File: config.mk
export PLATFORM = sky130hd
export DESIGN_NAME = snoop_filter
export DESIGN_NICKNAME = d
export VERILOG_FILES = /design/src/rtl/sf_pkg.sv /design/src/rtl/sf_datapath.sv /design/src/rtl/sf_ctrl.sv /design/src/rtl/snoop_filter.sv
export SDC_FILE = /design/constraint.sdc
export NUM_CORES = 1
export LEC_CHECK = 0
export BUFFER_PORTS_ARGS = -buffer_cell sky130_fd_sc_hd__buf_2
export CAP_MARGIN = 20
export CORE_ASPECT_RATIO = 0.9
export CORE_MARGIN = 2
export CORE_UTILIZATION = 60
export CTS_CLUSTER_SIZE = 14
export DETAILED_ROUTE_END_ITERATION = 8
export PLACE_DENSITY = 0.84
export SLEW_MARGIN = 20
export SYNTH_ARGS = -nofsm -noshare
export SYNTH_HDL_FRONTEND = slang
export SYNTH_SLANG_ARGS = --single-unit
export TNS_END_PERCENT = 30
File: constraint.sdc
create_clock -name clk -period 6.3 [get_ports clk]
set_input_delay 0 -clock clk [delete_from_list [all_inputs] [get_ports clk]]
set_output_delay 0 -clock clk [all_outputs]
set_load 0.005 [all_outputs]
File: src/rtl/sf_pkg.sv
package sf_pkg;

  typedef enum logic [1:0] {
    OP_FILL  = 2'b00,
    OP_EVICT = 2'b01,
    OP_EXCL  = 2'b10,
    OP_NONE  = 2'b11
  } reqOp_e;

  // Strobes from control to the directory storage
  typedef struct packed {
    logic install;   // write tag, presence := mask
    logic orBits;    // presence |= mask
    logic clrBits;   // presence &= ~mask
    logic touch;     // make way most recently used
  } sfStrobe_t;

endpackage

File: src/rtl/sf_datapath.sv
module sf_datapath #(
  parameter int NUM_CORES = 4,
  parameter int WAYS      = 4,
  parameter int SETS      = 4,
  parameter int ADDR_W    = 12,
  localparam int SET_W    = $clog2(SETS),
  localparam int TAG_W    = ADDR_W - SET_W,
  localparam int WAY_W    = $clog2(WAYS)
) (
  input  logic                  clk,
  input  logic                  rstN,
  input  logic [ADDR_W-1:0]     lookAddr,
  input  sf_pkg::sfStrobe_t     strb,
  input  logic [SET_W-1:0]      wrSet,
  input  logic [WAY_W-1:0]      wrWay,
  input  logic [TAG_W-1:0]      wrTag,
  input  logic [NUM_CORES-1:0]  wrMask,
  output logic                  hit,
  output logic [WAY_W-1:0]      hitWay,
  output logic [NUM_CORES-1:0]  hitPres,
  output logic [WAY_W-1:0]      vicWay,
  output logic [NUM_CORES-1:0]  vicPres,
  output logic [TAG_W-1:0]      vicTag
);

  logic [TAG_W-1:0]     tagArr  [SETS][WAYS];
  logic [NUM_CORES-1:0] presArr [SETS][WAYS];
  logic [WAY_W-1:0]     ageArr  [SETS][WAYS];

  logic [SET_W-1:0] lkSet;
  logic [TAG_W-1:0] lkTag;
  assign lkSet = lookAddr[SET_W-1:0];
  assign lkTag = lookAddr[ADDR_W-1:SET_W];

  logic [WAYS-1:0] matchVec, freeVec, oldVec;

  for (genvar w = 0; w < WAYS; w++) begin : g_way
    assign matchVec[w] = (|presArr[lkSet][w]) && (tagArr[lkSet][w] == lkTag);
    assign freeVec[w]  = ~|presArr[lkSet][w];
    assign oldVec[w]   = (ageArr[lkSet][w] == WAY_W'(WAYS - 1));
  end

  logic              freeAny;
  logic [WAY_W-1:0]  freeWay, lruWay;

  always_comb begin
    hitWay  = '0;
    freeWay = '0;
    lruWay  = '0;
    for (int w = WAYS - 1; w >= 0; w--) begin
      if (matchVec[w]) hitWay  = WAY_W'(w);
      if (freeVec[w])  freeWay = WAY_W'(w);
      if (oldVec[w])   lruWay  = WAY_W'(w);
    end
  end

  assign hit     = |matchVec;
  assign freeAny = |freeVec;
  assign hitPres = presArr[lkSet][hitWay];
  assign vicWay  = freeAny ? freeWay : lruWay;
  assign vicPres = presArr[lkSet][vicWay];
  assign vicTag  = tagArr[lkSet][vicWay];

  always_ff @(posedge clk or negedge rstN) begin
    if (!rstN) begin
      for (int s = 0; s < SETS; s++) begin
        for (int w = 0; w < WAYS; w++) begin
          tagArr[s][w]  <= '0;
          presArr[s][w] <= '0;
          ageArr[s][w]  <= WAY_W'(w);
        end
      end
    end else begin
      if (strb.install) begin
        tagArr[wrSet][wrWay]  <= wrTag;
        presArr[wrSet][wrWay] <= wrMask;
      end else if (strb.orBits) begin
        presArr[wrSet][wrWay] <= presArr[wrSet][wrWay] | wrMask;
      end else if (strb.clrBits) begin
        presArr[wrSet][wrWay] <= presArr[wrSet][wrWay] & ~wrMask;
      end
      if (strb.touch) begin
        for (int w = 0; w < WAYS; w++) begin
          if (ageArr[wrSet][w] < ageArr[wrSet][wrWay])
            ageArr[wrSet][w] <= ageArr[wrSet][w] + 1'b1;
        end
        ageArr[wrSet][wrWay] <= '0;
      end
    end
  end

endmodule

File: src/rtl/sf_ctrl.sv
module sf_ctrl #(
  parameter int NUM_CORES = 4,
  parameter int WAYS      = 4,
  parameter int SETS      = 4,
  parameter int ADDR_W    = 12,
  localparam int SET_W    = $clog2(SETS),
  localparam int TAG_W    = ADDR_W - SET_W,
  localparam int WAY_W    = $clog2(WAYS),
  localparam int CORE_W   = $clog2(NUM_CORES)
) (
  input  logic                  clk,
  input  logic                  rstN,
  input  logic                  reqValid,
  input  sf_pkg::reqOp_e        reqOp,
  input  logic [CORE_W-1:0]     reqCore,
  input  logic [ADDR_W-1:0]     reqAddr,
  output logic                  reqReady,
  output logic [NUM_CORES-1:0]  invReq,
  output logic [ADDR_W-1:0]     invAddr,
  input  logic [NUM_CORES-1:0]  invAck,
  output logic                  grantValid,
  output logic [CORE_W-1:0]     grantCore,
  output logic [ADDR_W-1:0]     grantAddr,
  input  logic                  hit,
  input  logic [WAY_W-1:0]      hitWay,
  input  logic [NUM_CORES-1:0]  hitPres,
  input  logic [WAY_W-1:0]      vicWay,
  input  logic [NUM_CORES-1:0]  vicPres,
  input  logic [TAG_W-1:0]      vicTag,
  output sf_pkg::sfStrobe_t     strb,
  output logic [SET_W-1:0]      wrSet,
  output logic [WAY_W-1:0]      wrWay,
  output logic [TAG_W-1:0]      wrTag,
  output logic [NUM_CORES-1:0]  wrMask
);
  import sf_pkg::*;

  typedef enum logic {S_IDLE, S_WAIT} state_e;

  state_e               state, nextState;
  logic [NUM_CORES-1:0] pend, newPend;
  logic [ADDR_W-1:0]    lineQ, newLine, addrQ;
  logic [WAY_W-1:0]     wayQ, newWay;
  logic [CORE_W-1:0]    coreQ;
  logic                 exclQ, startInv, grantNow;
  logic [CORE_W-1:0]    grantCoreN;
  logic [ADDR_W-1:0]    grantAddrN;

  logic [NUM_CORES-1:0] reqBit, coreBitQ;
  logic [SET_W-1:0]     reqSet;
  logic [TAG_W-1:0]     reqTag;

  assign reqBit   = NUM_CORES'(1) << reqCore;
  assign coreBitQ = NUM_CORES'(1) << coreQ;
  assign reqSet   = reqAddr[SET_W-1:0];
  assign reqTag   = reqAddr[ADDR_W-1:SET_W];

  assign reqReady = (state == S_IDLE);
  assign invReq   = pend;
  assign invAddr  = lineQ;

  always_comb begin
    strb       = '0;
    wrSet      = reqSet;
    wrWay      = hitWay;
    wrTag      = reqTag;
    wrMask     = '0;
    nextState  = state;
    startInv   = 1'b0;
    newPend    = '0;
    newLine    = reqAddr;
    newWay     = hitWay;
    grantNow   = 1'b0;
    grantCoreN = reqCore;
    grantAddrN = reqAddr;
    case (state)
      S_IDLE: begin
        if (reqValid) begin
          case (reqOp)
            OP_FILL, OP_EXCL: begin
              if (hit) begin
                if (reqOp == OP_FILL) begin
                  strb.orBits = 1'b1; strb.touch = 1'b1; wrMask = reqBit;
                end else if ((hitPres & ~reqBit) == '0) begin
                  strb.install = 1'b1; strb.touch = 1'b1; wrMask = reqBit;
                  grantNow = 1'b1;
                end else begin
                  startInv = 1'b1; newPend = hitPres & ~reqBit;
                end
              end else if (vicPres == '0) begin
                strb.install = 1'b1; strb.touch = 1'b1;
                wrWay = vicWay; wrMask = reqBit;
                grantNow = (reqOp == OP_EXCL);
              end else begin
                startInv = 1'b1; newPend = vicPres;
                newLine = {vicTag, reqSet}; newWay = vicWay;
              end
            end
            OP_EVICT: begin
              if (hit) begin
                strb.clrBits = 1'b1; wrMask = reqBit;
              end
            end
            default: ;
          endcase
          if (startInv) nextState = S_WAIT;
        end
      end
      S_WAIT: begin
        wrSet = addrQ[SET_W-1:0];
        wrWay = wayQ;
        wrTag = addrQ[ADDR_W-1:SET_W];
        if (pend != '0) begin
          strb.clrBits = 1'b1; wrMask = pend & invAck;
        end else begin
          strb.install = 1'b1; strb.touch = 1'b1; wrMask = coreBitQ;
          grantNow = exclQ; grantCoreN = coreQ; grantAddrN = addrQ;
          nextState = S_IDLE;
        end
      end
      default: ;
    endcase
  end

  always_ff @(posedge clk or negedge rstN) begin
    if (!rstN) begin
      state      <= S_IDLE;
      pend       <= '0;
      lineQ      <= '0;
      addrQ      <= '0;
      wayQ       <= '0;
      coreQ      <= '0;
      exclQ      <= 1'b0;
      grantValid <= 1'b0;
      grantCore  <= '0;
      grantAddr  <= '0;
    end else begin
      state      <= nextState;
      grantValid <= grantNow;
      if (grantNow) begin
        grantCore <= grantCoreN;
        grantAddr <= grantAddrN;
      end
      if (startInv) begin
        pend  <= newPend;
        lineQ <= newLine;
        wayQ  <= newWay;
        addrQ <= reqAddr;
        coreQ <= reqCore;
        exclQ <= (reqOp == OP_EXCL);
      end else if (state == S_WAIT) begin
        pend <= pend & ~invAck;
      end
    end
  end

endmodule

File: src/rtl/snoop_filter.sv
module snoop_filter #(
  parameter int NUM_CORES = 4,
  parameter int WAYS      = 4,
  parameter int SETS      = 4,
  parameter int ADDR_W    = 12,
  localparam int SET_W    = $clog2(SETS),
  localparam int TAG_W    = ADDR_W - SET_W,
  localparam int WAY_W    = $clog2(WAYS),
  localparam int CORE_W   = $clog2(NUM_CORES)
) (
  input  logic                 clk,
  input  logic                 rstN,
  input  logic                 reqValid,
  input  logic [1:0]           reqOp,
  input  logic [CORE_W-1:0]    reqCore,
  input  logic [ADDR_W-1:0]    reqAddr,
  output logic                 reqReady,
  output logic [NUM_CORES-1:0] invReq,
  output logic [ADDR_W-1:0]    invAddr,
  input  logic [NUM_CORES-1:0] invAck,
  output logic                 grantValid,
  output logic [CORE_W-1:0]    grantCore,
  output logic [ADDR_W-1:0]    grantAddr
);

  sf_pkg::sfStrobe_t    strb;
  logic [SET_W-1:0]     wrSet;
  logic [WAY_W-1:0]     wrWay, hitWay, vicWay;
  logic [TAG_W-1:0]     wrTag, vicTag;
  logic [NUM_CORES-1:0] wrMask, hitPres, vicPres;
  logic                 hit;

  sf_ctrl #(.NUM_CORES(NUM_CORES), .WAYS(WAYS), .SETS(SETS), .ADDR_W(ADDR_W)) uCtrl (
    .clk(clk), .rstN(rstN), .reqValid(reqValid), .reqOp(sf_pkg::reqOp_e'(reqOp)),
    .reqCore(reqCore), .reqAddr(reqAddr), .reqReady(reqReady), .invReq(invReq),
    .invAddr(invAddr), .invAck(invAck), .grantValid(grantValid), .grantCore(grantCore),
    .grantAddr(grantAddr), .hit(hit), .hitWay(hitWay), .hitPres(hitPres),
    .vicWay(vicWay), .vicPres(vicPres), .vicTag(vicTag), .strb(strb),
    .wrSet(wrSet), .wrWay(wrWay), .wrTag(wrTag), .wrMask(wrMask)
  );

  sf_datapath #(.NUM_CORES(NUM_CORES), .WAYS(WAYS), .SETS(SETS), .ADDR_W(ADDR_W)) uData (
    .clk(clk), .rstN(rstN), .lookAddr(reqAddr), .strb(strb), .wrSet(wrSet),
    .wrWay(wrWay), .wrTag(wrTag), .wrMask(wrMask), .hit(hit), .hitWay(hitWay),
    .hitPres(hitPres), .vicWay(vicWay), .vicPres(vicPres), .vicTag(vicTag)
  );

endmodule

## Word level (Yosys, flattened, before mapping)

Cells that the tools add are included.

| storage, ports and cells | value |
|---|---|
| register bits after elaboration | 305 |
| input port bits | 23 |
| output and inout port bits | 32 |
| word-level logic and storage cells | 281 |

| operators by class | value |
|---|---|
| add/subtract/negate cells | 4 |
| magnitude comparators | 11 |
| eq/ne operators | 10 |
| shift operators | 2 |
| muxes and demuxes | 157 |
| bitwise operators | 16 |
| reductions and logical operators | 23 |

Operators by type and width:

| operator | count |
|---|---|
| two-way mux 32 bit | 8 |
| bitwise mux 64 bit | 3 |
| two-way mux 64 bit | 3 |
| bitwise mux 160 bit | 1 |
| bitwise mux 32 bit | 4 |
| two-way mux 40 bit | 3 |
| two-way mux 4 bit | 25 |
| two-way mux 12 bit | 7 |
| binary-select mux 40 bit (select 2 bit) | 1 |
| demux 40 bit (select 2 bit) | 1 |
| demux 8 bit (select 2 bit) | 5 |
| two-way mux 16 bit | 5 |
| binary-select mux 16 bit (select 2 bit) | 2 |
| two-way mux 2 bit | 30 |
| two-way mux 8 bit | 6 |
| equality test 10 bit | 4 |
| two-way mux 10 bit | 4 |
| AND 32 bit | 1 |
| binary-select mux 8 bit (select 2 bit) | 2 |
| demux 16 bit (select 2 bit) | 1 |
| NOT 32 bit | 1 |
| two-way mux 1 bit | 30 |
| binary-select mux 4 bit (select 2 bit) | 3 |
| OR reduction 4 bit | 6 |
| 29 further kinds | 67 |

## Longest topological paths before layout

Gate-level depths: netlist of the first run.

| logic depth | value |
|---|---|
| word-level depth | 37 |
| depth in mapped cells | 22 |
| depth with buffers taken out | 15 |

## By module

A second synthesis of the first run with hierarchy kept.

| unflattened totals | value |
|---|---|
| cell total of the unflattened synthesis | 1218 |
| area total of the unflattened synthesis | 16265.6 um^2 |

By module, submodules not included:

| module | times used | cells an instance | area each (um^2) | seq. area each (um^2) |
|---|---|---|---|---|
| sf_datapath | 1 | 967 | 13598.0 | 6426.2 |
| sf_ctrl | 1 | 251 | 2667.6 | 1176.1 |

## Worst setup path before layout of the first run

Ideal clock, no wire load.

| timing | value |
|---|---|
| kind | input -> register |
| start | input port reqAddr[1] |
| end | register uData.ageArr[16] (netlist name) |
| setup time | 0.063 ns |
| arrival | 4.634 ns |
| required time | 6.237 ns |
| slack | 1.603 ns |
| stages | 15 |
| path buffers | 4 |
| cell sequence | buf_2 > buf_2 > clkbuf_1 > mux4_2 > xnor2_2 > nand4_2 > nor3_1 > nor3_1 > o31ai_4 > buf_2 > mux2_2 > o21ai_0 > ha_1 > a2111oi_0 > a22o_1 |

| between the ends | value |
|---|---|
| longest elaborated chain between the ends | 37 |
| elaborated cells between the ends (all ways) | 114 |
| classes of those cells | add/sub: 4; order compare: 8; eq/ne: 8; mux: 68; bitwise: 8; reduce/logical: 18 |

Ends and longest elaborated chain:

| element | RTL line | source |
|---|---|---|
| from (decl) | snoop_filter.sv:16 | `input logic [ADDR_W-1:0] reqAddr,` |
| NOT 2 -> 3 bit (implied by the code) | - |  |
| binary-select mux 8 bit (select 2 bit) / binary-select mux 16 bit (select 2 bit) (equally long branches) | - |  |
| two-way mux 8 bit (implied by the code) / two-way mux 16 bit (equally long branches) (2 in a row) | sf_datapath.sv:40, sf_datapath.sv:38, sf_datapath.sv:39 |  |
| equality test 2 bit / OR reduction 4 bit (equally long branches) | sf_datapath.sv:40, sf_datapath.sv:38, sf_datapath.sv:39 |  |
| two-way mux 2 bit (on tied branches) (4 in a row) | sf_datapath.sv:53, sf_datapath.sv:52 |  |
| two-way mux 2 bit | sf_datapath.sv:60 | `assign vicWay = freeAny ? freeWay : lruWay;` |
| NOT 2 -> 3 bit (implied by the code) | sf_datapath.sv:61 | `assign vicPres = presArr[lkSet][vicWay];` |
| binary-select mux 4 bit (select 2 bit) | sf_datapath.sv:61 |  |
| [... 17 more ...] | - |  |
| two-way mux 32 bit | sf_datapath.sv:82 | `if (strb.touch) begin` |
| bitwise mux 32 bit | sf_datapath.sv:85 | `ageArr[wrSet][w] <= ageArr[wrSet][w] + 1'b1;` |
| two-way mux 32 bit | sf_datapath.sv:84 | `if (ageArr[wrSet][w] < ageArr[wrSet][wrWay])` |
| two-way mux 32 bit | sf_datapath.sv:82 |  |
| bitwise mux 32 bit | sf_datapath.sv:85 |  |
| two-way mux 32 bit | sf_datapath.sv:84 |  |
| two-way mux 32 bit | sf_datapath.sv:82 |  |
| AND 32 bit (no line) | - |  |
| to (signal, indexed assignment) | sf_datapath.sv:70 | `ageArr[s][w] <= WAY_W'(w);` |
| to (signal, indexed assignment) | sf_datapath.sv:85 |  |
| to (decl) | sf_datapath.sv:28 | `logic [WAY_W-1:0] ageArr [SETS][WAYS];` |

Parallel ways exist; a longest one is shown, timed or not. The select of a mux whose other input is x is not followed.
A chain may end at the register's enable or synchronous reset.

## Worst setup path in the final report of the first run

| timing | value |
|---|---|
| start | register uData.presArr[44] (netlist name) |
| end | register uData.ageArr[18] (netlist name) |

| between the ends | value |
|---|---|
| longest elaborated chain between the ends | 34 |
| elaborated cells between the ends (all ways) | 62 |
| classes of those cells | order compare: 6; mux: 42; bitwise: 6; reduce/logical: 8 |

Ends and longest elaborated chain:

| element | RTL line | source |
|---|---|---|
| from (decl) | sf_datapath.sv:27 | `logic [NUM_CORES-1:0] presArr [SETS][WAYS];` |
| from (signal, indexed assignment) | sf_datapath.sv:76 | `presArr[wrSet][wrWay] <= wrMask;` |
| from (signal, indexed assignment) | sf_datapath.sv:78 | `presArr[wrSet][wrWay] <= presArr[wrSet][wrWay] \| wrMask;` |
| from (signal, indexed assignment) | sf_datapath.sv:80 | `presArr[wrSet][wrWay] <= presArr[wrSet][wrWay] & ~wrMask;` |
| binary-select mux 16 bit (select 2 bit) * | - |  |
| two-way mux 16 bit * (2 in a row) | - |  |
| OR reduction 4 bit | sf_datapath.sv:38, sf_datapath.sv:39 |  |
| zero test 1 bit | sf_datapath.sv:39 | `assign freeVec[w] = ~\|presArr[lkSet][w];` |
| OR reduction 4 bit | sf_datapath.sv:58 | `assign freeAny = \|freeVec;` |
| two-way mux 2 bit | sf_datapath.sv:60 |  |
| NOT 2 -> 3 bit (implied by the code) | sf_datapath.sv:61 |  |
| binary-select mux 4 bit (select 2 bit) | sf_datapath.sv:61 |  |
| [... 17 more ...] | - |  |
| two-way mux 32 bit | sf_datapath.sv:82 |  |
| bitwise mux 32 bit | sf_datapath.sv:85 |  |
| two-way mux 32 bit | sf_datapath.sv:84 |  |
| two-way mux 32 bit | sf_datapath.sv:82 |  |
| bitwise mux 32 bit | sf_datapath.sv:85 |  |
| two-way mux 32 bit | sf_datapath.sv:84 |  |
| two-way mux 32 bit | sf_datapath.sv:82 |  |
| AND 32 bit (no line) | - |  |

Mark *: on every way between the ends. The rest lies on a longest branch, timed or not. The select of a mux whose other input is x is not followed.

==> summary.md, run 1 <==
| Metric | Value |
|---|---|
| YS warnings | 0 |
| CTS buffer count | 34 |
| RSZ-0062 raised after global routing | no |
| Gr usage total | 0.318 |
| CTS tree | built |
| Full die area | 0.0298 mm2 |
| Vias/cell | slightly below 7 |
| Die W | between 150 and 200 um |
| Met3 routed WL | 4430 um |
| Rows | 58 |
| Synth unique cells | between 70 and 80 |
| Net Switching | 2.30 mW |
| Cells after Synth | 1336 |
| DPL Wire Length | ~32000 um |
| Tcrit/Tclk final | 0.848 |
| Worst endpoint required time | 6.76 ns |
| Most frequent cell after synthesis | dfrtp_1 |
| Die Ht | roughly 160 um |
| Post-place setup slack | 0.773 ns |
| Wire per inst | 26.2 um |
| HP Class | in -> async |
| Power share of the sequential group | 0.382 |
| FFs w/ async S/R, synth | 1.00 |
| Worst EP arrival | between 5 and 6 ns |
| Critical path class | reg -> reg |
| Peak Freq | ~190 MHz |
| Rel. slew slack | 0.288 |
| Peak VDD IR | about 190 uV |
| Total congestion overflow | 0 |
| H-tree depth | 2 |
| Comb pwr share | 0.324 |
| Clock latency on the worst-skew pair | 0.53 ns |
| Drt total wl | 46500 um |
| Antenna diode count | 0 |
| Via count | 12300 |
| Post-route cell area | 0.0190 mm2 |
| Non-Filler Instances | roughly 1800 |
| Mapped Area | 0.0171 mm2 |
| I/O Pins | 55 |
| Initial DRC count | 1202 |
| Sw frac | 0.343 |
| Layout Utilization | 0.680 |
| Slew at the pin with the worst max-slew slack | 1.06 ns |
| Outcome | completed |
| Fin Hold WS | 0.0694 ns |
| P&R area growth vs syn | 11.4% |
| Synth Flop Type | dfrtp_1 |
| Fillers | 1867 |
| Final Hold Violating Endpoints | 0 |
| Pwr Density | ~350 mW/mm2 |
| Setup slack after layout | 0.955 ns |
| Final setup violation count | 0 |
| Synthesized flop and latch total | around 300 |
| Overall Power | 6.71 mW |
| WL met2 | 21000 um |
| Vias in the first global route | 12300 |
| Average cell area after synthesis | 12.8 um2 |
| Clock root cell | clkbuf_16 |
| Initial Utilization | 0.610 |
| Max Slew Vio Count | 0 |
| Internal | ~4.4 mW |
| Max Buffers Root-to-Sink | 3 |
| Residual DRC | 0 |
| DP Area | approximately 0.018 mm2 |
| Startpoint types | flip-flop |
| Largest net degree at the start of global routing | 97 |
| Core Region | 0.0279 mm2 |
| Reg clk slew, reported paths | 0.06 ns |
| Sink Count | 303 |
| Share of layout cells above drive strength 1 | 0.399 |
| Critical Path Source | uData.presArr[44]$_DFFE_PN0P_ |
| Gp weighted congestion | 0.963 |
| Remaining antenna violation count | 0 |
| First-pass GRT wire length | 72800 um |
| M1 WL | 19600 um |
| Placed Cells incl. Taps | 1700 |
| Pleak | roughly 8.2 nW |
| Final Skew | 0.0135 ns |
| Area leader, netlist | dfrtp_1 |
| Top post-synthesis cells by area | dfrtp_1 42%, mux2_2 16%, mux4_2 10% |
| Max cap viols | 0 |
| Max layer used | met4 |
| Clk network pwr share | 0.294 |
| Final min period | 5.35 ns |
| Synth top cells by count | 287 x dfrtp_1, 237 x mux2_2, 114 x nand2_1 |
| Pre-Repair DR Iteration Count | 5 |
| Final setup TNS | 0 ns |
| Number of synthesized flops with an enable pin | 0 |
| Sequential share of the synthesized area | 0.446 |
| Worst Path Max Fanout | 13 |
| Reg-to-Reg Start | uData.presArr[44]$_DFFE_PN0P_ |
| Port Buf Inserts | 54 |
| Setup crit end kind | flip-flop |
| NumNets Final | 1421 |
| Initial antenna violation count | 0 |
| Syn nets | 1363 |
| Post-synth top area share | 0.421 |
routing by layer:
metal	vias up	GRT usage
met4	0	0.101
met3	125	0.0738
li1	5170	-
met1	6244	0.450
met2	743	0.491
met5	-	0
worst paths after layout:
check | endpoint | slack, ns | cells after the start
setup / recovery | uData.ageArr[18]$_DFFE_PN0P_ | 0.95 | 14
max in group asynchronous | uData.ageArr[26]$_DFFE_PN0P_ | 4.80 | 3
hold reg to reg | uData.tagArr[28]$_DFFE_PN0P_ | 0.50 | 1
min in group clk | uCtrl.wayQ[1]$_DFFE_PN0P_ | 0.10 | 5
hold / removal | uData.presArr[11]$_DFFE_PN0P_ | 0.07 | 2
setup reg to reg | uData.ageArr[18]$_DFFE_PN0P_ | 0.95 | 14
what timing repair did:
action	4_1_cts	5_1_grt
resized for setup	0	0
hold endpoints to repair	112	0
hold buffers	18	0
setup buffers	0	0
state kept, by name, summed over array words and instances, names as in the netlist, 2 cells and up:
name and cells:
uCtrl.invAddr 10, uCtrl.addrQ 12, uData.ageArr 32, uCtrl.coreQ 2, uData.tagArr 160, uData.presArr 64
uCtrl.grantCore 2, uCtrl.grantAddr 12, uCtrl.wayQ 2, uCtrl.invReq 4
cell usage in the layout (no fill, tap or decap), types with 8 or more instances in the layout:
cell type,instances
nand2_1,114
a31oi_1,11
xnor2_1,36
a21oi_1,32
nor3_1,28
nand4_1,16
a22o_1,8
o21ai_0,41
clkbuf_16,34
mux4_2,79
dfrtp_1,287
buf_4,39
o211ai_1,20
mux2i_1,36
buf_2,52
mux2_2,237
nor2_1,36
mux2_4,50
nor4_4,16
inv_1,15
clkinv_2,8
dlygate4sd3_1,18
dfstp_2,16
o2bb2ai_1,16
nand3_1,37
cells by family (layout without fill, tap and decap cells):
logic type	count (synthesis)	after routing	share of synthesized area
buf+inv	106	185	0.0288
fa+ha+maj	4	4	0.00294
simple gates	293	293	0.0979
compound gates	187	187	0.0761
xor+xnor	41	41	0.0224
mux	402	402	0.326
flops	303	303	0.446
critical path, stage by stage (launching register included):
cell,delay [ns]
dfrtp_1,0.41
mux4_2,0.55
or4_1,0.68
nand4_1,0.12
or3_1,0.35
or4b_1,0.70
nor2_4,0.28
a31o_4,0.29
nand2_1,0.07
o21ai_0,0.25
ha_1,0.36
a21oi_1,0.12
o21ai_0,0.28
nor3b_1,0.59
a22o_1,0.24
power groups by stage:
stage / Sequential (mW) / Combinational, mW / Clock, mW
after floorplan: 2.48 / 1.55 / 0
after global placement: 2.54 / 2.03 / 0
after detailed placement: 2.57 / 2.09 / 0
after CTS: 2.55 / 2.12 / 1.99
after global routing: 2.59 / 2.31 / 2.06
final: 2.56 / 2.17 / 1.98
area by class of cell:
class,count,area [um2],share of cell area
clock buffer,43,945,0.0497
clock inverter,14,166,0.00876
sequential,303,7600,0.400
timing repair buffer,112,788,0.0415
inverter,16,60.1,0.00316
multi-input combinational,927,8980,0.473
tap,360,450,0.0237
(Power assumes the default switching activity.)
==> run 2: changes to the inputs <==
ABC_AREA = 1   (was not set)
CORE_UTILIZATION = 57   (was 60)
clock period = 4.75 ns   (was 6.3 ns; I/O delays follow)
==> summary.md, run 2 <==
| Metric | Value |
|---|---|
| Outcome | completed (unchanged) |
| Most frequent cells in the layout | 881 x nand2_1, 287 x dfrtp_1, 270 x nand3_1, 258 x o21ai_0, 218 x nor2_1 (was 287 x dfrtp_1, 237 x mux2_2, 114 x nand2_1, 79 x mux4_2, 52 x buf_2) |
| Largest net degree at the start of global routing | 145 (was 97) |
| Average cell area after synthesis | 6.94 um2 (was 12.8 um2) |
| Biggest regs | uData.tagArr: 160 flops, uData.presArr: 64 flops, uData.ageArr: 32 flops (unchanged) |
| FFs w/ async S/R, synth | 1.00 (unchanged) |
| Pwr Density | 750 mW/mm2 (was 353 mW/mm2) |
| Final min period | 4.28 ns (was 5.35 ns) |
| Max layer used | met4 (unchanged) |
| Pleak | 9.87 nW (was 8.16 nW) |
| Final setup TNS | 0 ns (unchanged) |
| Die W | 192 um (was 182 um) |
| Initial antenna violation count | 0 (unchanged) |
| Commonest non-fill, non-tap cell in the layout | nand2_1 (was dfrtp_1) |
| Vias in the first global route | 17900 (was 12300) |
| Max Slew Vio Count | 0 (unchanged) |
| First-pass GRT wire length | 96600 um (was 72800 um) |
| Clock root cell | clkbuf_16 (unchanged) |
| Setup crit end kind | flip-flop (unchanged) |
| Share of layout cells above drive strength 1 | 0.0937 (was 0.399) |
| Port Buf Inserts | 54 (unchanged) |
| CTS buffer count | 34 (unchanged) |
| Vias/cell | 6.29 (was 6.92) |
| Syn nets | 2637 (was 1363) |
| Remaining antenna violation count | 0 (unchanged) |
| Residual DRC | 0 (unchanged) |
| P&R area growth vs syn | 10.7% (was 11.4%) |
| Overall Power | 15.1 mW (was 6.71 mW) |
| Total congestion overflow | 0 (unchanged) |
| Rows | 61 (was 58) |
| Xor/xnor share of the synthesized area | 0.0145 (was 0.0224) |
| Worst EP arrival | 4.69 ns (was 5.80 ns) |
| Critical path class | reg -> reg (unchanged) |
| Rel. slew slack | 0.233 (was 0.288) |
| Startpoint types | flip-flop (unchanged) |
| Max cap viols | 0 (unchanged) |
| Top reg by flops | uData.tagArr (unchanged) |
| Layout Utilization | 0.646 (was 0.680) |
| Initial DRC count | 2743 (was 1202) |
| Core Region | 0.0311 mm2 (was 0.0279 mm2) |
| Largest family of logic cells by synthesized area | simple AND/OR/NAND/NOR gates (was multiplexers) |
| Synth top cells by count | 881 x nand2_1, 287 x dfrtp_1, 270 x nand3_1 (was 287 x dfrtp_1, 237 x mux2_2, 114 x nand2_1) |
| Post-synthesis mux area share | 0.00117 (was 0.326) |
| Area leader, netlist | dfrtp_1 (unchanged) |
| Met3 routed WL | 8450 um (was 4430 um) |
| Peak VDD IR | 466 uV (was 190 uV) |
| Tcrit/Tclk final | 0.902 (was 0.848) |
| Synth unique cells | 46 (was 72) |
| Cells after Synth | 2610 (was 1336) |
| Gp weighted congestion | 0.998 (was 0.963) |
| Peak Freq | 233 MHz (was 187 MHz) |
| NumNets Final | 2652 (was 1421) |
| Full die area | 0.0332 mm2 (was 0.0298 mm2) |
| Post-synth top area share | 0.396 (was 0.421) |
| Synthesized flop and latch total | 303 (unchanged) |
| Sequential share of the synthesized area | 0.419 (was 0.446) |
| Number of synthesized flops with an enable pin | 0 (unchanged) |
| Reg clk slew, reported paths | 0.06 ns (about the same) |
| Slew at the pin with the worst max-slew slack | 1.15 ns (was 1.06 ns) |
| Via count | 19200 (was 12300) |
| Top post-synthesis cells by area | dfrtp_1 40%, nand2_1 18%, nand3_1 7.5% (was dfrtp_1 42%, mux2_2 16%, mux4_2 10%) |
| Crit path cell chain | inv_1 -> o311ai_0 -> nand2_1 -> nand2_1 -> nand4_1 -> nand2_1 -> nand4_1 -> nand3_1 -> o21ai_1 -> buf_4 -> nor2_2 -> o21ai_0 -> nand3_1 -> nand2_1 -> nand3_1 -> a21oi_1 (was mux4_2 -> or4_1 -> nand4_1 -> or3_1 -> or4b_1 -> nor2_4 -> a31o_4 -> nand2_1 -> o21ai_0 -> ha_1 -> a21oi_1 -> o21ai_0 -> nor3b_1 -> a22o_1) |
| Sink Count | 303 (unchanged) |
| Final setup violation count | 0 (unchanged) |
| Crit path max-delay family | simple AND/OR/NAND/NOR gates (unchanged) |
| Max reg flops | 160 (unchanged) |
| Initial Utilization | 0.583 (was 0.610) |
| Most frequent cell after synthesis | nand2_1 (was dfrtp_1) |
| Pre-Repair DR Iteration Count | 7 (was 5) |
| Drt total wl | 61600 um (was 46500 um) |
| RSZ-0062 raised after global routing | no (unchanged) |
| Complex-gate fraction of the synthesized area | 0.156 (was 0.0761) |
| Resized Gates After CTS | 0 (unchanged) |
| CTS tree | built (unchanged) |
| Gr usage total | 0.367 (was 0.318) |
| HP Class | in -> reg (was in -> async) |
| Clock latency on the worst-skew pair | 0.53 ns (about the same) |
| I/O Pins | 55 (unchanged) |
| Antenna diode count | 0 (unchanged) |
| Synth Flop Type | dfrtp_1 (unchanged) |
| Mapped Area | 0.0181 mm2 (was 0.0171 mm2) |
| M1 WL | 24400 um (was 19600 um) |
| CP bufs+invs | 2 (was 0) |
| Most Frequent Cell on Critical Path | nand2_1 (was o21ai_0) |
| Wire per inst | 20.2 um (was 26.2 um) |
| Worst path slowest cell | dfstp_2 (was or4b_1) |
| WL met2 | 26300 um (was 21000 um) |
| Final Skew | 0.0212 ns (was 0.0135 ns) |
| Die Ht | 173 um (was 164 um) |
| H-tree depth | 2 (unchanged) |
| Final Hold Violating Endpoints | 0 (unchanged) |
| Adder-cell share of the synthesized area | 0.00276 (was 0.00294) |
| Worst endpoint required time | 5.15 ns (was 6.76 ns) |
| Max Buffers Root-to-Sink | 3 (unchanged) |
| Worst Path Max Fanout | 16 (was 13) |
| DPL Wire Length | 40000 um (was 31900 um) |
| YS warnings | 0 (unchanged) |
| Post-Synth Simple-Gate Area | 0.334 (was 0.0979) |
| Worst path max stage delay | 0.53 ns (was 0.70 ns) |
run 2: cell types whose count changed in the layout (fill, tap and decap cells not counted), sizes merged, moves of 75 or more:
cell,change
a21oi,+75
inv,+126
mux2,-286
mux4,-79
nand2,+775
nand3,+236
nor2,+209
o21ai,+246
run 2: cells by family after synthesis:
logic type	after synthesis
adder cells (fa/ha/maj)	4
buffers and inverters	304
XOR/XNOR	30
multiplexers	2
flip-flops	303
AND/OR/NAND/NOR	1458
AO/OA/AOI/OAI	509
run 2: routing by layer:
metal  up-vias  GRT usage
met5         -          0
met4         0      0.154
met3       209     0.0875
met2      1371      0.530
met1      9040      0.525
li1       8617          -
run 2: final timing paths:
path	startpoint	to	slack [ns]	cells past startpoint
setup / recovery	uData.ageArr[4]$_DFFE_PN1P_	uData.presArr[56]$_DFFE_PN0P_	0.47	16
hold / removal	reqOp[0]	uCtrl.invReq[2]$_DFFE_PN0P_	0.07	6
max in group asynchronous	rstN	uData.tagArr[77]$_DFFE_PN0P_	3.31	3
min in group asynchronous	rstN	uData.presArr[0]$_DFFE_PN0P_	0.09	2
setup reg to reg	uData.ageArr[4]$_DFFE_PN1P_	uData.presArr[56]$_DFFE_PN0P_	0.47	16
hold reg to reg	uData.tagArr[144]$_DFFE_PN0P_	uData.tagArr[144]$_DFFE_PN0P_	0.50	2
run 2: per-stage QoR:
stage	area (um2)	setup WS (ns)	hold slack (ns)	instances
after CTS	20000	0.646	0.0547	3056
after global routing	20100	0.204	0.108	3057
after floorplan	18100	1.57	-0.296	2610
final	20100	0.466	0.0671	3057
after global placement	18800	0.581	0.0724	2978
after detailed placement	18800	0.406	0.0826	2978
run 2: cell type report:
cell class | instances | area, um2
Sequential cell | 303 | 7600
Fill cell | 2630 | 11000
Inverter | 151 | 571
Timing Repair Buffer | 132 | 1010
Multi-Input combinational cell | 2003 | 9280
Clock buffer | 49 | 977
Clock inverter | 10 | 125
Tap cell | 409 | 512
run 2: report_power, final:
| group | internal [mW] | switching (mW) | total (mW) |
|---|---|---|---|
| sequential | 3.75 | 0.777 | 4.53 |
| combinational | 2.24 | 5.62 | 7.86 |
| clock | 1.55 | 1.11 | 2.66 |
| total | 7.54 | 7.51 | 15.1 |
run 2: worst register-to-register path, stage by stage (launching register included):
cell,delay (ns)
dfstp_2,0.53
inv_1,0.06
o311ai_0,0.52
nand2_1,0.20
nand2_1,0.17
nand4_1,0.11
nand2_1,0.12
nand4_1,0.11
nand3_1,0.10
o21ai_1,0.28
buf_4,0.29
nor2_2,0.38
o21ai_0,0.21
nand3_1,0.16
nand2_1,0.52
nand3_1,0.28
a21oi_1,0.11
run 2: repair_timing:
| item | 4_1_cts | 5_1_grt |
|---|---|---|
| buffers inserted | 0 | 0 |
| hold endpoints to repair | 129 | 0 |
| hold buffers | 19 | 0 |
==> run 3: changes to the inputs <==
RECOVER_POWER = 50   (was not set)
==> summary.md, run 3 (synthesis results as in run 2) <==
| Metric | Value |
|---|---|
| Post-route cell area | 0.0200 mm2 (was 0.0201 mm2) |
| P&R area growth vs syn | 10.5% (was 10.7%) |
| Pleak | 9.82 nW (was 9.87 nW) |
| HP Class | in -> reg (unchanged) |
| Total congestion overflow | 0 (unchanged) |
| Drt total wl | 61700 um (was 61600 um) |
| Worst endpoint required time | 5.15 ns (about the same) |
| Share of layout cells above drive strength 1 | 0.0869 (was 0.0937) |
| Slew at the pin with the worst max-slew slack | 2.44 ns (was 1.15 ns) |
| Violated checks | capacitance limit, slew limit |
| Sink Count | 303 (unchanged) |
| Post-place setup slack | 0.406 ns (unchanged) |
| WL met2 | 26200 um (was 26300 um) |
| H-tree depth | 2 (unchanged) |
| Most frequent cells in the layout | 881 x nand2_1, 287 x dfrtp_1, 270 x nand3_1, 258 x o21ai_0, 218 x nor2_1 (unchanged) |
| Vias in the first global route | 17900 (unchanged) |
| Max cap viols | 2 (was 0) |
| Internal | 7.53 mW (was 7.54 mW) |
| CTS buffer count | 34 (unchanged) |
| Reg clk slew, reported paths | 0.06 ns (about the same) |
| Startpoint types | flip-flop (unchanged) |
| Setup crit end kind | flip-flop (unchanged) |
| Residual DRC | 0 (unchanged) |
| Final Hold Violating Endpoints | 0 (unchanged) |
| Max Slew Vio Count | 162 (was 0) |
| Max Buffers Root-to-Sink | 3 (unchanged) |
| NumNets Final | 2652 (unchanged) |
| I/O Pins | 55 (unchanged) |
| DPL Wire Length | 40000 um (unchanged) |
| Clock root cell | clkbuf_16 (unchanged) |
| Largest net degree at the start of global routing | 145 (unchanged) |
| First-pass GRT wire length | 96600 um (unchanged) |
| Via count | 19200 (about the same) |
| Clock latency on the worst-skew pair | 0.53 ns (about the same) |
| Post-CTS Setup Repair Bufs | 0 (unchanged) |
| Worst Path Max Fanout | 16 (unchanged) |
| Worst EP arrival | 4.66 ns (was 4.69 ns) |
| Rel. slew slack | -0.628 (was 0.233) |
| Core Region | 0.0311 mm2 (unchanged) |
| Vias/cell | 6.28 (was 6.29) |
| Initial antenna violation count | 0 (unchanged) |
| Max layer used | met4 (unchanged) |
| Setup slack after layout | 0.493 ns (was 0.466 ns) |
| Outcome | finished with violations (was completed) |
| Clk network pwr share | 0.177 (about the same) |
| Rows | 61 (unchanged) |
| Net Switching | 7.51 mW (about the same) |
| Initial Utilization | 0.583 (unchanged) |
| Peak Freq | 235 MHz (was 233 MHz) |
| Remaining antenna violation count | 0 (unchanged) |
| Peak VDD IR | 464 uV (was 466 uV) |
| Biggest regs | uData.tagArr: 160 flops, uData.presArr: 64 flops, uData.ageArr: 32 flops (unchanged) |
| Critical path class | reg -> reg (unchanged) |
| Port Buf Inserts | 54 (unchanged) |
| Wire per inst | 20.2 um (about the same) |
| Sw frac | 0.500 (was 0.499) |
| Pwr Density | 751 mW/mm2 (was 750 mW/mm2) |
| Final min period | 4.26 ns (was 4.28 ns) |
| Tcrit/Tclk final | 0.896 (was 0.902) |
| Pre-Repair DR Iteration Count | 7 (unchanged) |
| Commonest non-fill, non-tap cell in the layout | nand2_1 (unchanged) |
| CTS tree | built (unchanged) |
| Fin Hold WS | 0.0711 ns (was 0.0671 ns) |
| Initial DRC count | 2742 (was 2743) |
| Gr usage total | 0.367 (unchanged) |
| Power share of the sequential group | 0.301 (about the same) |
| Die Ht | 173 um (unchanged) |
| Met3 routed WL | 8200 um (was 8450 um) |
| M1 WL | 24700 um (was 24400 um) |
| Comb pwr share | 0.522 (about the same) |
| DP Area | 0.0188 mm2 (unchanged) |
| Resized Gates After CTS | 0 (unchanged) |
| Fillers | 2643 (was 2630) |
| Die W | 192 um (unchanged) |
| Antenna diode count | 0 (unchanged) |
| Final Skew | 0.0200 ns (was 0.0212 ns) |
| Gp weighted congestion | 0.998 (unchanged) |
| CTS Hold Buffers Added | 19 (unchanged) |
| Full die area | 0.0332 mm2 (unchanged) |
| Final setup violation count | 0 (unchanged) |
| Max reg flops | 160 (unchanged) |
| Top reg by flops | uData.tagArr (unchanged) |
| RSZ-0062 raised after global routing | no (unchanged) |
| Final setup TNS | 0 ns (unchanged) |
## run 3: changes by cell type in the layout (fill, tap and decap cells not counted), sizes merged
cell	delta
buf	-19
clkbuf	+19
## run 3: layer usage
layer / vias to the layer above / global-route usage
met1: 9047 / 0.525
met2: 1325 / 0.530
li1: 8617 / -
met4: 0 / 0.154
met3: 221 / 0.0875
met5: - / 0
## run 3: metrics by stage
stage	total power, mW	utilization	cells
6_report	15.0	0.645	3057
3_3_place_gp	11.8	0.604	2978
2_1_floorplan	9.63	-	2610
5_1_grt	16.0	0.645	3057
3_5_place_dp	12.0	0.604	2978
4_1_cts	14.7	0.645	3056
## run 3: critical path, stage by stage, from the launching register on
cell and delay, ns:
dfstp_2 0.53, inv_1 0.06, o311ai_0 0.52, nand2_1 0.20, nand2_1 0.17, nand4_1 0.12
nand2_1 0.12, nand4_1 0.11, nand3_1 0.10, o21ai_1 0.29, buf_4 0.29, nor2_2 0.38
o21ai_0 0.21, nand3_1 0.15, nand2_1 0.51, nand3_1 0.28, a21oi_1 0.11
## run 3: cell type report
class	count	area [um2]	share of cell area
Tap cell	409	512	0.0255
Inverter	151	571	0.0285
Multi-Input combinational cell	2003	9280	0.463
Clock buffer	49	977	0.0488
Timing Repair Buffer	132	972	0.0485
Sequential cell	303	7600	0.379
Clock inverter	10	125	0.00624
## run 3: worst paths after layout
path / from / to / slack (ns) / depth (start not counted)
max: uData.ageArr[4]$_DFFE_PN1P_ / uData.presArr[56]$_DFFE_PN0P_ / 0.49 / 16
min: reqOp[0] / uCtrl.invReq[2]$_DFFE_PN0P_ / 0.07 / 6
max reg2reg: uData.ageArr[4]$_DFFE_PN1P_ / uData.presArr[56]$_DFFE_PN0P_ / 0.49 / 16
min reg2reg: uData.tagArr[144]$_DFFE_PN0P_ / uData.tagArr[144]$_DFFE_PN0P_ / 0.50 / 2
max in group asynchronous: rstN / uData.tagArr[77]$_DFFE_PN0P_ / 1.33 / 3
min in group asynchronous: rstN / uData.presArr[0]$_DFFE_PN0P_ / 0.76 / 2
## run 3: power by group through the flow
stage,combinational (mW),sequential [mW],clock [mW]
final,7.84,4.53,2.66
after detailed placement,7.50,4.51,0
after global routing,8.56,4.63,2.77
after global placement,7.32,4.47,0
after floorplan,5.35,4.28,0
after CTS,7.56,4.48,2.66
